## config.mk

```make
export PLATFORM = sky130hd
export DESIGN_NAME = te_pulse_trigger
export DESIGN_NICKNAME = d
export VERILOG_FILES = /design/src/rtl/te_disc_pkg.sv /design/src/rtl/te_sync2.sv /design/src/rtl/te_width_meter.sv /design/src/rtl/te_line_trigger.sv /design/src/rtl/te_pulse_trigger.sv
export SDC_FILE = /design/constraint.sdc
export NUM_CORES = 1
export LEC_CHECK = 0
export BUFFER_PORTS_ARGS = -buffer_cell sky130_fd_sc_hd__clkbuf_2
export CAP_MARGIN = 20
export CORE_AREA = 3 3 89 91
export DETAILED_ROUTE_END_ITERATION = 10
export DIE_AREA = 0 0 92 94
export PLACE_DENSITY = 0.46
export SETUP_SLACK_MARGIN = 0.2
export SLEW_MARGIN = 20
export SYNTH_ARGS = -nofsm -noshare
export SYNTH_HDL_FRONTEND = slang
export SYNTH_SLANG_ARGS = --single-unit
```

## constraint.sdc

```tcl
create_clock -name clk -period 2.1 [get_ports clk]
set_clock_uncertainty 0.2 [all_clocks]
set_input_delay 0.105 -clock clk [delete_from_list [all_inputs] [get_ports clk]]
set_output_delay 0.105 -clock clk [all_outputs]
set_load 0.01 [all_outputs]
```

## src/rtl/te_disc_pkg.sv

```systemverilog
package te_disc_pkg;

    localparam int LINE_BITS_DEF = 11;
    localparam int TICK_BITS_DEF = 6;

    typedef enum logic [1:0] {
        TRIG_SOFT  = 2'd0,
        TRIG_FRAME = 2'd1,
        TRIG_LINE  = 2'd2,
        TRIG_RSVD  = 2'd3
    } trig_mode_e;

    typedef struct packed {
        logic line_sync;
        logic frame_sync;
    } sync_evt_t;

    // measured level is active when it matches the selected polarity
    function automatic logic level_active(input logic level, input logic hi_active);
        return hi_active ? level : ~level;
    endfunction

endpackage

```

## src/rtl/te_sync2.sv

```systemverilog
module te_sync2 #(
    parameter int STAGES = 2
) (
    input  logic clk,
    input  logic rst,
    input  logic din,
    output logic dout
);
    logic [STAGES-1:0] chain;

    generate
        for (genvar i = 0; i < STAGES; i++) begin : g_stage
            always_ff @(posedge clk) begin
                if (rst) chain[i] <= 1'b0;
                else if (i == 0) chain[i] <= din;
                else chain[i] <= chain[(i == 0) ? 0 : i-1];
            end
        end
    endgenerate

    assign dout = chain[STAGES-1];
endmodule

```

## src/rtl/te_width_meter.sv

```systemverilog
module te_width_meter
    import te_disc_pkg::*;
#(
    parameter int CNT_W = TICK_BITS_DEF
) (
    input  logic             clk,
    input  logic             rst,
    input  logic             level,
    input  logic             hi_active,
    output logic             done,
    output logic [CNT_W-1:0] width
);
    localparam logic [CNT_W-1:0] CNT_MAX = {CNT_W{1'b1}};

    logic             active;
    logic             was_active;
    logic [CNT_W-1:0] run_len;

    assign active = level_active(level, hi_active);

    always_ff @(posedge clk) begin
        if (rst) begin
            run_len    <= '0;
            was_active <= 1'b0;
        end else begin
            was_active <= active;
            if (active) run_len <= (run_len == CNT_MAX) ? run_len : run_len + 1'b1;
            else        run_len <= '0;
        end
    end

    assign done  = was_active & ~active;
    assign width = run_len;

    assert_idle_clear_R2: assert property (@(posedge clk) disable iff (rst)
        !active |=> (run_len == '0));
    assert_saturate_R2: assert property (@(posedge clk) disable iff (rst)
        (active && run_len == CNT_MAX) |=> (run_len == CNT_MAX));
endmodule

```

## src/rtl/te_line_trigger.sv

```systemverilog
module te_line_trigger
    import te_disc_pkg::*;
#(
    parameter int LINE_W = LINE_BITS_DEF
) (
    input  logic              clk,
    input  logic              rst,
    input  sync_evt_t         evt,
    input  trig_mode_e        mode,
    input  logic              enable,
    input  logic [LINE_W-1:0] target,
    output logic              trig
);
    localparam logic [LINE_W-1:0] LINE_MAX = {LINE_W{1'b1}};

    logic [LINE_W-1:0] line_cnt;
    logic [LINE_W-1:0] line_nxt;
    logic              armed;

    assign line_nxt = (line_cnt == LINE_MAX) ? line_cnt : line_cnt + 1'b1;

    always_ff @(posedge clk) begin
        if (rst) begin
            line_cnt <= '0;
            armed    <= 1'b0;
            trig     <= 1'b0;
        end else begin
            trig <= 1'b0;
            if (evt.frame_sync) begin
                line_cnt <= '0;
                armed    <= 1'b1;
                if (enable && mode == TRIG_FRAME) begin
                    trig <= 1'b1;
                end else if (enable && mode == TRIG_LINE && target == '0) begin
                    trig  <= 1'b1;
                    armed <= 1'b0;
                end
            end else if (evt.line_sync) begin
                line_cnt <= line_nxt;
                if (enable && armed && mode == TRIG_LINE && line_nxt == target) begin
                    trig  <= 1'b1;
                    armed <= 1'b0;
                end
            end
        end
    end

    assert_single_cycle_R8: assert property (@(posedge clk) disable iff (rst)
        trig |=> !trig);
    assert_enable_gate_R7: assert property (@(posedge clk) disable iff (rst)
        trig |-> $past(enable));
    assert_mode_gate_R4: assert property (@(posedge clk) disable iff (rst)
        trig |-> ($past(mode) == TRIG_FRAME || $past(mode) == TRIG_LINE));
    assert_frame_clear_R5: assert property (@(posedge clk) disable iff (rst)
        evt.frame_sync |=> (line_cnt == '0));
    assert_once_per_frame_R6: assert property (@(posedge clk) disable iff (rst)
        (trig && $past(mode) == TRIG_LINE) |-> !armed);
    assert_exclusive_class_R2: assert property (@(posedge clk) disable iff (rst)
        !(evt.frame_sync && evt.line_sync));
    assert_line_saturate_R9: assert property (@(posedge clk) disable iff (rst)
        (line_cnt == LINE_MAX && evt.line_sync && !evt.frame_sync) |=> (line_cnt == LINE_MAX));
endmodule

```

## src/rtl/te_pulse_trigger.sv

```systemverilog
module te_pulse_trigger
    import te_disc_pkg::*;
#(
    parameter int CNT_W  = TICK_BITS_DEF,
    parameter int LINE_W = LINE_BITS_DEF
) (
    input  logic              clk,
    input  logic              rst,
    input  logic              te_pin,
    input  logic              enable,
    input  logic [1:0]        mode,
    input  logic [CNT_W-1:0]  hs_width,
    input  logic [CNT_W-1:0]  vs_width,
    input  logic              hs_active_high,
    input  logic              vs_active_high,
    input  logic [LINE_W-1:0] line_target,
    output logic              trig_start
);
    localparam int N_CLASS = 2;
    localparam int IDX_HS  = 0;
    localparam int IDX_VS  = 1;

    logic                  te_sync;
    logic [N_CLASS-1:0]    pol_sel;
    logic [N_CLASS-1:0]    pulse_done;
    logic [CNT_W-1:0]      pulse_len [N_CLASS];
    sync_evt_t             evt;

    assign pol_sel[IDX_HS] = hs_active_high;
    assign pol_sel[IDX_VS] = vs_active_high;

    te_sync2 #(.STAGES(2)) u_sync (
        .clk  (clk),
        .rst  (rst),
        .din  (te_pin),
        .dout (te_sync)
    );

    generate
        for (genvar c = 0; c < N_CLASS; c++) begin : g_meter
            te_width_meter #(.CNT_W(CNT_W)) u_meter (
                .clk       (clk),
                .rst       (rst),
                .level     (te_sync),
                .hi_active (pol_sel[c]),
                .done      (pulse_done[c]),
                .width     (pulse_len[c])
            );
        end
    endgenerate

    always_comb begin
        evt.frame_sync = pulse_done[IDX_VS] && (pulse_len[IDX_VS] >= vs_width);
        evt.line_sync  = pulse_done[IDX_HS] && (pulse_len[IDX_HS] >= hs_width)
                         && (pulse_len[IDX_HS] < vs_width);
    end

    te_line_trigger #(.LINE_W(LINE_W)) u_trig (
        .clk    (clk),
        .rst    (rst),
        .evt    (evt),
        .mode   (trig_mode_e'(mode)),
        .enable (enable),
        .target (line_target),
        .trig   (trig_start)
    );
endmodule

```

==> reports/results.tsv <==
stage	metric	value	unit
synth	synth_nets	316	
worst_setup_path	ff2ff_setup_slack	-200	ps
clock_tree	cts_tree	done	
global_routing	track_usage	13.8	%
worst_setup_path	reg2reg_to	u_trig.trig	
drt	drtIter0Drc	78	
drt	antenna_left	0	
drt	finalWirelength	5740	um
die	io_pins	32	
global_routing	antenna_found_initial	0	
placement	dp.cells	424	
final_layout	fillers	761	
timing	whs	92.8	ps
synth	synth-main-ff-cell	dfxtp_1	
drt	vias	2082	
worst_setup_path	worst-setup-path-type	reg2reg	
timing	max_slew_margin	76.8	%
die	die_height	94	um
status	status	complete, but fails checks	
final_layout	nets	390	
synth	synthCells	265	
clock_tree	clockBufferDepth	2	
synth	ys_ff_latch	29	
final_layout	drive_gt1_share	33.8	%
final_layout	multiInputGateArea	1540	um2
timing	rsz0062_at_grt	yes	
synth	yosysWarnings	0	
drt	dr.pass1.iters	4	
final_layout	regArea	596	um2
timing	tightest_slew	345	ps
synth	synth_commonest_cells	29 x dfxtp_1, 24 x nor2_1, 23 x nand2_1	
synth	netlist_area	2140	um2
die	start_util	29.6	%
timing	max_freq	435	MHz
placement	io_buffers	31	
die	die_x	92	um
synth	ys_async_sr_fraction	0	%
synth	yosys.area.top_type	dfxtp_1	
clock_tree	cts.sink_count	29	
timing	finalHoldViolations	0	
drt	wire_per_inst	13.1	um
final_layout	postLayoutCellArea	2940	um2
synth	syn-mean-instance-area	8.06	um2
run	maxCapViolations	0	
hold_path	hold_depth	4	
final_layout	diodes	0	
pwr	peakVddDrop	0.206	mV
hold_path	hold_end	u_trig.trig	
final_layout	area_delta_synth_final	37.4	%
worst_setup_path	arrival	2320	ps
die	rows	31	
placement	hpwl	4570	um
drt	drc	0	
clock_tree	clk_pin_slew	70	ps
final_layout	fin_cells	439	
clock_tree	numCtsBuffers	5	
timing	finalCritPeriodShare	110	%
worst_setup_path	worstPathMaxFanout	4	
hold_path	hold_class	in2reg	
hold_path	hold_start	mode[0]	
synth	ys_seq_area_share	27.2	%
placement	gp_congestion	0.859	
clock_tree	root_buffer	clkbuf_8	
global_routing	grt-ovfl-total	0	
drt	vias_per_cell	4.74	
synth	synth_cell_types	52	
status	violations	negative setup slack	
worst_setup_path	r2r_start	g_meter[0].u_meter.width[2]	
synth	synth.area.top_cells	dfxtp_1 27%, ha_1 12%, a21oi_1 4.5%, nor2_1 4.2%, xnor2_1 4.1%	
timing	slew_viol_final	0	
timing	setup_viol	13	
worst_setup_path	reg2reg_depth	8	
die	dieArea	8650	um2
placement	place_area	2710	um2
timing	finalCriticalPeriod	2300	ps
timing	setup-tns-final	-1740	ps
final_layout	fin_util	40.7	%
worst_setup_path	startpoint_type	register	
clock_tree	htreeDepth	2	
global_routing	grt_pass1_wl	9510	um
pwr	p_leak	1.27	nW
synth	synth_most_common_cell	dfxtp_1	
worst_setup_path	cp.required	2120	ps
global_routing	grt_pass1_vias	2025	
worst_setup_path	crit_path_end_kind	register	
synth	synth_top_area_share	27.2	%
global_routing	grt_max_degree	12	
timing	final.setup.worst_slack	-200	ps
clock_tree	clock_latency	280	ps
pwr	power_density	410	nW/um2
die	core	7210	um2
synth	synth_edf_count	0	
-- routing by layer --
metal  share of wire, %  track usage, %
met5                  0               0
met4                2.0            4.95
met3                3.4            2.48
met2                 48            23.4
met1                 47            17.5
-- timing repair --
item,4_1_cts,5_1_grt
hold buffers,3,0
pin swaps,2,11
gates resized for setup,4,12
setup endpoints to repair,13,13
buffers inserted,0,4
endpoints found under the hold margin,2,0
-- power breakdown --
group          leakage [nW]  total [W]  internal, W  switching, W
Sequential            0.239   0.000563     0.000557    0.00000559
Combinational         0.985   0.000151    0.0000746     0.0000763
Clock                0.0455   0.000489     0.000267      0.000222
-- worst max path at each step --
stage | depth (start not counted) | to | startpoint | slack, ps
finish | 8 | u_trig.trig | g_meter[0].u_meter.width[2] | -200
global route | 10 | u_trig.line_cnt[4] | g_meter[0].u_meter.width[2] | -290
CTS | 8 | u_trig.trig | g_meter[0].u_meter.width[2] | -150
detailed placement | 8 | u_trig.trig | g_meter[0].u_meter.width[2] | -170
global placement | 8 | u_trig.trig | g_meter[0].u_meter.width[2] | -130
floorplan | 8 | u_trig.trig | u_trig.line_cnt[1] | 20
-- per-stage QoR --
| step | total power, W | setup slack [ps] |
|---|---|---|
| floorplan | 0.000654 | 21.6 |
| global placement | 0.000718 | -134 |
| detailed placement | 0.000719 | -171 |
| CTS | 0.00123 | -154 |
| global route | 0.00127 | -290 |
| finish | 0.00120 | -200 |
-- worst max-delay path, cell delays in order (launching register included) --
cell and delay (ps):
dfxtp_4 360, ha_4 220, a21o_1 180, a31oi_2 170, o21ai_2 90, a221oi_4 360
nand3_1 130, nor4_2 300, a32o_2 210
-- state kept, by name, indices dropped and copies added (netlist names) --
name,cells
g_meter.u_meter.width,12
u_trig.line_cnt,11
g_meter.u_meter.was_active,2
u_sync.chain,1
u_sync.dout,1
u_trig.armed,1
u_trig.trig,1
-- final cells by class --
type | count | area share (%)
sequential | 29 | 20.3
multi-input combinational | 209 | 52.4
clock buffer | 8 | 3.07
inverter | 16 | 2.05
timing repair buffer | 78 | 17.9
tap | 99 | 4.22
-- layout by cell type, fill, tap and decap left out, types with 4 or more instances in the layout --
cell type,netlist,routed
nand3b_1,4,4
xor2_1,10,10
o21ai_0,11,8
buf_4,1,41
ha_1,20,18
dfxtp_1,29,23
nand4_1,5,5
a21oi_1,19,17
inv_1,16,16
nand2_1,23,21
and3_1,6,5
clkbuf_8,2,6
nand2b_1,7,6
clkbuf_2,1,31
mux2i_1,4,4
xnor2_1,10,10
nor2_1,24,24
nor3_1,5,5
nand3_1,13,10
-- logic make-up (layout without fill, tap and decap cells) --
kind of cell,count (synthesis),in the layout,synth area share (%)
flops,29,29,27.2
compound gates,52,52,15.5
fa+ha+maj,20,20,11.7
mux,5,5,2.40
simple gates,112,112,28.6
buf+inv,27,102,6.33
xor+xnor,20,20,8.20
Power figures use the tool's default switching activity.
